### config.mk
export PLATFORM = sky130hd
export DESIGN_NAME = usb_line_mon
export DESIGN_NICKNAME = d
export VERILOG_FILES = /design/src/rtl/usb_lm_pkg.sv /design/src/rtl/usb_lm_decode.sv /design/src/rtl/usb_lm_span.sv /design/src/rtl/usb_line_mon.sv
export SDC_FILE = /design/constraint.sdc
export NUM_CORES = 1
export LEC_CHECK = 0
export ABC_AREA = 1
export BUFFER_PORTS_ARGS = -buffer_cell sky130_fd_sc_hd__clkbuf_2
export CORE_UTILIZATION = 40
export DETAILED_ROUTE_END_ITERATION = 7
export PLACE_DENSITY = 0.57
export SLEW_MARGIN = 10
export SYNTH_ARGS = -nofsm -noshare
export SYNTH_HDL_FRONTEND = slang
export SYNTH_HIERARCHICAL = 1
export SYNTH_SLANG_ARGS = --single-unit
### constraint.sdc
create_clock -name clk -period 2.1 [get_ports clk]
set_clock_uncertainty 0.1 [all_clocks]
set_input_delay 0.105 -clock clk [delete_from_list [all_inputs] [get_ports clk]]
set_output_delay 0.105 -clock clk [all_outputs]
set_load 0.03 [all_outputs]
### src/rtl/usb_lm_pkg.sv
package usb_lm_pkg;

    typedef enum logic [1:0] {
        LS_SE0 = 2'b00,
        LS_J   = 2'b01,
        LS_K   = 2'b10,
        LS_SE1 = 2'b11
    } line_t;

    typedef enum logic [2:0] {
        ST_IDLE,
        ST_ACTIVE,
        ST_SE0,
        ST_RESET,
        ST_SUSPEND,
        ST_WAKE
    } mon_st_t;

endpackage

### src/rtl/usb_lm_decode.sv
module usb_lm_decode
    import usb_lm_pkg::*;
(
    input  logic  dp,
    input  logic  dm,
    input  logic  low_speed,
    output line_t code
);

    always_comb begin
        unique case ({dp, dm})
            2'b00:   code = LS_SE0;
            2'b11:   code = LS_SE1;
            2'b10:   code = low_speed ? LS_K : LS_J;
            default: code = low_speed ? LS_J : LS_K;
        endcase
    end

endmodule

### src/rtl/usb_lm_span.sv
module usb_lm_span #(
    parameter int CW = 8
) (
    input  logic          clk,
    input  logic          rst_n,
    input  logic          load_one,
    input  logic          step,
    output logic [CW-1:0] cnt
);

    always_ff @(posedge clk or negedge rst_n) begin
        if (!rst_n)
            cnt <= '0;
        else if (load_one)
            cnt <= CW'(1);
        else if (step)
            cnt <= cnt + CW'(1);
    end

endmodule

### src/rtl/usb_line_mon.sv
module usb_line_mon
    import usb_lm_pkg::*;
#(
    parameter int RST_TICKS    = 30,
    parameter int SUSP_TICKS   = 36000,
    parameter int RESUME_TICKS = 240000
) (
    input  logic       clk,
    input  logic       rst_n,
    input  logic       bit_tick,
    input  logic       dp,
    input  logic       dm,
    input  logic       low_speed,
    output logic [1:0] line_state,
    output logic       sop_pulse,
    output logic       eop_pulse,
    output logic       keepalive_pulse,
    output logic       resume_pulse,
    output logic       se1_err,
    output logic       bus_reset,
    output logic       suspended
);

    localparam int MAX_A = (RST_TICKS > SUSP_TICKS) ? RST_TICKS : SUSP_TICKS;
    localparam int MAX_T = (MAX_A > RESUME_TICKS) ? MAX_A : RESUME_TICKS;
    localparam int CW    = $clog2(MAX_T + 1);
    localparam logic [CW-1:0] RST_LAST  = CW'(RST_TICKS - 1);
    localparam logic [CW-1:0] SUSP_LAST = CW'(SUSP_TICKS - 1);
    localparam logic [CW-1:0] RES_LAST  = CW'(RESUME_TICKS - 1);
    localparam logic [CW-1:0] EOP_LEN   = CW'(2);

    line_t          cur;
    mon_st_t        st, nxt;
    logic [CW-1:0]  cnt;
    logic           ld, stp;
    logic           ev_sop, ev_eop, ev_res;

    usb_lm_decode u_dec (
        .dp        (dp),
        .dm        (dm),
        .low_speed (low_speed),
        .code      (cur)
    );

    usb_lm_span #(.CW(CW)) u_cnt (
        .clk      (clk),
        .rst_n    (rst_n),
        .load_one (ld),
        .step     (stp),
        .cnt      (cnt)
    );

    // state register
    always_ff @(posedge clk or negedge rst_n) begin
        if (!rst_n) st <= ST_IDLE;
        else        st <= nxt;
    end

    // next state and event decisions
    always_comb begin
        nxt    = st;
        ld     = 1'b0;
        stp    = 1'b0;
        ev_sop = 1'b0;
        ev_eop = 1'b0;
        ev_res = 1'b0;
        if (bit_tick) begin
            unique case (st)
                ST_IDLE: begin
                    unique case (cur)
                        LS_J:   if (cnt == SUSP_LAST) nxt = ST_SUSPEND; else stp = 1'b1;
                        LS_K:   begin nxt = ST_ACTIVE; ev_sop = 1'b1; end
                        LS_SE0: begin nxt = ST_SE0; ld = 1'b1; end
                        LS_SE1: nxt = ST_ACTIVE;
                    endcase
                end
                ST_ACTIVE: begin
                    unique case (cur)
                        LS_J:   begin nxt = ST_IDLE; ld = 1'b1; end
                        LS_SE0: begin nxt = ST_SE0;  ld = 1'b1; end
                        default: nxt = ST_ACTIVE;
                    endcase
                end
                ST_SE0: begin
                    unique case (cur)
                        LS_SE0: if (cnt == RST_LAST) nxt = ST_RESET; else stp = 1'b1;
                        LS_J:   begin nxt = ST_IDLE; ld = 1'b1; ev_eop = (cnt == EOP_LEN); end
                        default: nxt = ST_ACTIVE;
                    endcase
                end
                ST_RESET: begin
                    unique case (cur)
                        LS_SE0: nxt = ST_RESET;
                        LS_J:   begin nxt = ST_IDLE; ld = 1'b1; end
                        default: nxt = ST_ACTIVE;
                    endcase
                end
                ST_SUSPEND: begin
                    unique case (cur)
                        LS_J:   nxt = ST_SUSPEND;
                        LS_K:   begin nxt = ST_WAKE; ld = 1'b1; ev_res = (RESUME_TICKS == 1); end
                        LS_SE0: begin nxt = ST_SE0;  ld = 1'b1; end
                        LS_SE1: nxt = ST_ACTIVE;
                    endcase
                end
                ST_WAKE: begin
                    unique case (cur)
                        LS_K: begin
                            if (cnt < CW'(RESUME_TICKS)) begin
                                stp    = 1'b1;
                                ev_res = (cnt == RES_LAST);
                            end
                        end
                        LS_J:   begin nxt = ST_IDLE; ld = 1'b1; end
                        LS_SE0: begin nxt = ST_SE0;  ld = 1'b1; end
                        LS_SE1: nxt = ST_ACTIVE;
                    endcase
                end
                default: nxt = ST_IDLE;
            endcase
        end
    end

    // registered outputs
    always_ff @(posedge clk or negedge rst_n) begin
        if (!rst_n) begin
            line_state      <= LS_J;
            sop_pulse       <= 1'b0;
            eop_pulse       <= 1'b0;
            keepalive_pulse <= 1'b0;
            resume_pulse    <= 1'b0;
            se1_err         <= 1'b0;
        end else begin
            sop_pulse       <= ev_sop;
            eop_pulse       <= ev_eop;
            keepalive_pulse <= ev_eop & low_speed;
            resume_pulse    <= ev_res;
            se1_err         <= bit_tick && (cur == LS_SE1);
            if (bit_tick) line_state <= cur;
        end
    end

    assign bus_reset = (st == ST_RESET);
    assign suspended = (st == ST_SUSPEND);


    ls_hold_chk: assert property (@(posedge clk) disable iff (!rst_n)
        !$past(bit_tick) |-> $stable(line_state));

    pulse_after_tick_chk: assert property (@(posedge clk) disable iff (!rst_n)
        (sop_pulse || eop_pulse || resume_pulse || se1_err) |-> $past(bit_tick));

    sop_on_k_chk: assert property (@(posedge clk) disable iff (!rst_n)
        sop_pulse |-> line_state == LS_K);

    eop_on_j_chk: assert property (@(posedge clk) disable iff (!rst_n)
        eop_pulse |-> line_state == LS_J);

    ka_with_eop_chk: assert property (@(posedge clk) disable iff (!rst_n)
        keepalive_pulse |-> eop_pulse);

    reset_on_se0_chk: assert property (@(posedge clk) disable iff (!rst_n)
        bus_reset |-> line_state == LS_SE0);

    susp_on_j_chk: assert property (@(posedge clk) disable iff (!rst_n)
        suspended |-> (line_state == LS_J && !bus_reset));

    resume_on_k_chk: assert property (@(posedge clk) disable iff (!rst_n)
        resume_pulse |-> (line_state == LS_K && !sop_pulse));

    se1_code_chk: assert property (@(posedge clk) disable iff (!rst_n)
        se1_err |-> line_state == LS_SE1);

endmodule

**After elaboration in Yosys (flattened, before gate mapping)**

Index checks and enable logic that the tools add are counted.
W data, S select, Z words.

- Word-level logic and storage cells: 77
- Input bits: 6
- Register bits: 28
- Output and inout bits: 9

- Reduce and logical (&&, ||, !) cells: 11
- Muxes and demuxes: 38
- $add $sub $neg: 1
- Order comparisons: 1
- Equality and inequality tests: 17
- Bitwise logic cells: 1

Operator list:

| cell | count |
|---|---|
| $mux W18 | 2 |
| $mux W1 | 22 |
| $add A18 B1 Y18 const B | 1 |
| $eq A18 B16 Y1 const B | 1 |
| $eq A18 B18 Y1 const B | 1 |
| $eq A18 B2 Y1 const B | 1 |
| $eq A18 B5 Y1 const B | 1 |
| $lt A18 B18 Y1 const B | 1 |
| $pmux W3 S3 | 2 |
| $pmux W3 S6 | 1 |
| $pmux W3 S4 | 1 |
| $reduce_or A2 Y1 | 5 |
| $eq A2 B2 Y1 const B | 4 |
| $pmux W2 S2 | 2 |
| $eq A3 B2 Y1 const B | 2 |
| $eq A3 B3 Y1 const B | 2 |
| $mux W3 | 2 |
| $ne A3 B3 Y1 const B | 2 |
| $pmux W2 S3 | 1 |
| $pmux W3 S2 | 1 |
| $logic_not A2 Y1 | 2 |
| $mux W2 | 2 |
| $ne A4 B2 Y1 const B | 1 |
| $pmux W1 S4 | 1 |
| other kinds (8) | 8 |

**Logic depth before layout (Yosys ltp)**

- Word-level depth: 8
- Mapped depth: 20

**Hierarchy**

The synthesis kept the hierarchy.

Modules (own cells, without submodules):

| module | cells an instance | area each (um^2) | instances | seq. area each (um^2) |
|---|---|---|---|---|
| usb_lm_span | 156 | 1116.1 | 1 | 450.4 |
| usb_line_mon | 139 | 900.9 | 1 | 251.5 |
| usb_lm_decode | 7 | 26.3 | 1 | 0.0 |

**Worst setup path after synthesis**

No wires, ideal clock.

- Path type: input to register
- From: input port low_speed
- To: register u_cnt.cnt[17]
- Data required time: 1881 ps
- Path buffers: 0
- Setup time: 119 ps
- Slack: 177 ps
- Stages on the path: 15
- Arrival: 1704 ps
- Path through: inv_1 > nand2_1 > nand2_1 > inv_1 > ha_1 > nor2_1 > o22ai_1 > a211oi_1 > nor2_1 > nor2_2 > nor2_1 > nand2_1 > nor2_1 > a21oi_1 > nor2_1

- Word-level cells in the longest chain between the ends: 8

RTL lines:

| element | line | RTL |
|---|---|---|
| start: declaration | usb_line_mon.sv:13 | `input logic low_speed,` |
| $mux W2 (on tied branches) | usb_lm_decode.sv:15, usb_lm_decode.sv:14 |  |
| $pmux W2 S3 (*) | usb_lm_decode.sv:11 | `unique case ({dp, dm})` |
| named net cur[0] | usb_line_mon.sv:32 | `line_t cur;` |
| $eq A2 B1 Y1, or another cell as far along | - |  |
| $reduce_or A2 Y1 (no source line) | - |  |
| $mux W1 (on tied branches) | usb_line_mon.sv:78, usb_line_mon.sv:107, usb_line_mon.sv:99 |  |
| $pmux W1 S4 (*) | usb_line_mon.sv:68 | `unique case (st)` |
| $mux W1 (*) | usb_line_mon.sv:67 | `if (bit_tick) begin` |
| named net ld | usb_line_mon.sv:35 | `logic ld, stp;` |
| $mux W18 / $reduce_bool A2 Y1 (equally long branches) | - |  |
| end signal: assignment | usb_lm_span.sv:17 | `cnt <= cnt + CW'(1);` |
| end: declaration | usb_lm_span.sv:8 | `output logic [CW-1:0] cnt` |

Mark *: on every way through the listed nets, which the timed path passes. The rest lies on a longest branch.
A chain may end at the register's enable or synchronous reset.

**Worst setup path in the final report**

- From: register u_cnt.cnt[12]
- To: register u_cnt.cnt[8]

- Word-level cells in the longest chain between the ends: 6

RTL lines:

| element | line | RTL |
|---|---|---|
| $lt A18 B18 Y1, or another cell as far along | usb_line_mon.sv:109 | `if (cnt < CW'(RESUME_TICKS)) begin` |
| $mux W1 (on tied branches) | usb_line_mon.sv:109, usb_line_mon.sv:71, usb_line_mon.sv:86 |  |
| $mux W1 (on tied branches) | usb_line_mon.sv:107, usb_line_mon.sv:70, usb_line_mon.sv:85 |  |
| $pmux W1 S3 (*) | usb_line_mon.sv:68 |  |
| $mux W1 (*) | usb_line_mon.sv:67 |  |
| named net stp | usb_line_mon.sv:35 |  |
| $reduce_bool A2 Y1 (no source line) (*) | - |  |

Marked as above.

==> impl_metrics.ini <==
[synth]
synth_mux_area_share_pct = 0
synth_compound_area_share_pct = 6.981
synth_top_family_by_area = simple AND/OR/NAND/NOR gates
synth-edff-count = 0
syn_nets = 316
syn_inst = 302
ys.flop_type = dfrtp_1
syn-cell-area_sq_mm = 0.002043
avgSynthCellArea_sq_um = 6.766
synth_seq_cells = 28
synth_cell_types = 28
yosysWarnings = 6
yosys.area_share.simple_pct = 43.91
yosysSeqAreaShare_pct = 34.35
yosys.area_share.adder_pct = 4.899
synth-async-reset-ratio_pct = 100.0
synth_xor_xnor_area_share_pct = 0.4287

[global_route]
grt_max_degree = 29
antenna_found_initial = 0
grt_pass1_vias = 1782
gr-usage-all-layers_pct = 20.24
grt_first_pass_wirelength_um = 8397
gr-total-overflow = 0

[cells_and_area]
diodes = 0
fin_nets = 373
drive_gt1_share_pct = 29.33
area_delta_synth_final_pct = 26.03

[worst_setup_path]
required_ns = 2.19
r2r_cells = 13
reg2reg_slack_ns = 0.12
worst_r2r_endpoint = u_cnt/cnt[8]
r2r_start = u_cnt/cnt[12]
critPathKind = reg2reg
crit_path_start_kind = flip-flop
crit_path_max_fanout = 5
critical_path_arrival_ns = 2.07
critPathCaptureType = flip-flop
crit_start = u_cnt/cnt[12]

[clocking]
cts_tree = yes
path_clk_slew_ns = 0.10
htreeDepth = 1
worstSkewPairLatency_ns = 0.28
cts_buffers = 3
clock_tree.buffer_depth = 2
root_buffer = clkbuf_8
clock_sinks = 28

[sta]
fin_crit_sh_pct = 94.33
worst_pin_slew_ns = 0.7198
hold_ws_ns = 0.1369
setup_viol = 0
timing.slew.headroom_pct = 52.01
fin_tns_setup_ns = 0
fin_crit_ns = 1.981
slew_viol_final = 0
clock.fmax_mhz = 504.8
hold_violations = 0
rsz0062_at_grt = true

[route]
drt-initial-drc-count = 118
drc_errors = 0
ant_nets = 0
num_vias = 1989
detail_route.wl_per_cell_um = 11.69
via_per_inst = 4.680
dr.pass1.iters = 5
drt-total-wl_um = 4967

[die]
fp.dieH_um = 73.47
io_pins = 15
fp.dieArea_sq_mm = 0.005398
core_area_sq_mm = 0.004817
initial_core_util_pct = 42.42
die_w_um = 73.47
row_count = 25

[hold_path]
hold_path.class = in2reg
hold_end = keepalive_pulse
hp-start = low_speed
whs_path_depth = 3

[job]
drv_cap = 0

[placement]
numPortBuffers = 14
dp_hpwl_um = 3962
gp_routability_congestion = 0.8842

[power]
p_leak_uw = 0.001417
power_density_mw_per_mm2 = 725.0
ir_drop_uv = 334.0
power_uw = 1867

[status]
status = finished, final reports clean
[final cells by class]
| class | instances | area (sq um) |
|---|---|---|
| Multi-Input combinational cell | 223 | 1185 |
| Clock buffer | 4 | 45.04 |
| Fill cell | 499 | 2242 |
| Sequential cell | 28 | 705.7 |
| Inverter | 50 | 187.7 |
| Timing Repair Buffer | 53 | 367.9 |
| Tap cell | 67 | 83.83 |
[worst max path at each step]
stage,to,slack (ns),depth (start not counted)
floorplan,u_cnt/cnt[17],0.18,15
global placement,u_cnt/cnt[16],0.02,19
detailed placement,u_cnt/cnt[10],-0.08,17
CTS,u_cnt/cnt[10],0.001,12
global route,u_cnt/cnt[17],-0.05,14
finish,u_cnt/cnt[8],0.12,13
[metrics by stage]
| stage | cells | util [%] | worst slack, ns | instance area [sq um] |
|---|---|---|---|---|
| after global routing | 425 | 53.45 | -0.04784 | 2575 |
| after global placement | 418 | 51.12 | 0.02157 | 2462 |
| after detailed placement | 418 | 51.12 | -0.07575 | 2462 |
| final | 425 | 53.45 | 0.1191 | 2575 |
| after CTS | 424 | 52.47 | 0.0009723 | 2527 |
| after floorplan | 302 | - | 0.1771 | 2043 |
[cell families after synthesis]
logic type                 Yosys count
AOI/OAI and AO/OA                   25
DFF                                 28
buffers and inverters               51
adders and majority gates            8
xor gates and xnor gates             1
and+or+nand+nor                    189
[registers in the layout, summed over array words and instances, names as in the netlist]
signal	cells
eop_pulse	1
keepalive_pulse	1
line_state	2
resume_pulse	1
se1_err	1
sop_pulse	1
st	3
u_cnt/cnt	18
[where the power goes]
group / internal [uW] / switching (uW) / total (uW)
Sequential: 609 / 68.3 / 677
Clock: 136 / 175 / 312
Combinational: 360 / 518 / 878
[Yosys cell counts, drive strengths merged, types with 3 or more instances]
library cell | count | area share, %
a21oi | 11 | 3.2
dfrtp | 27 | 33
ha | 8 | 4.9
inv | 50 | 9.2
nand2 | 96 | 19
nand3 | 20 | 5.4
nand4 | 7 | 2.1
nor2 | 55 | 13
nor3 | 7 | 1.7
nor4 | 3 | 1.2
o21ai | 11 | 2.7
[critical path: stages, from the launching register on]
cell     delay, ns
dfrtp_2       0.47
nor2_1        0.10
nand2_1       0.09
nor2_2        0.17
nand2_1       0.09
nand2_2       0.06
nand3_1       0.07
nand2_1       0.08
inv_2         0.05
nor2_2        0.19
nor2_2        0.11
nand2_1       0.08
nor2_2        0.04
nor3_1        0.18
[per-layer routing]
layer	global-route usage [%]	vias to the layer above	share of wire [%]	routed length, um
met5	0	-	0	0
met4	5.983	0	1.2	59
met3	2.332	5	3.4	167
met2	28.85	41	41	2014
met1	31.52	884	55	2726
li1	-	1059	-	-
[timing repair]
item | CTS | global route
hold endpoints to repair | 28 | 0
endpoints found under the setup margin | 0 | 15
gates resized for setup | 0 | 14
hold buffers | 2 | 0
setup buffers | 0 | 1
[layout by cell type, fill, tap and decap left out, types with 9 or more instances in the layout]
master / instances
inv_1: 42
dfrtp_1: 24
nand2_1: 86
o21ai_0: 9
buf_4: 37
nor2_2: 13
clkbuf_2: 14
nand3_1: 17
nor2_1: 37
Note: power is estimated with default switching activity, not from simulation.
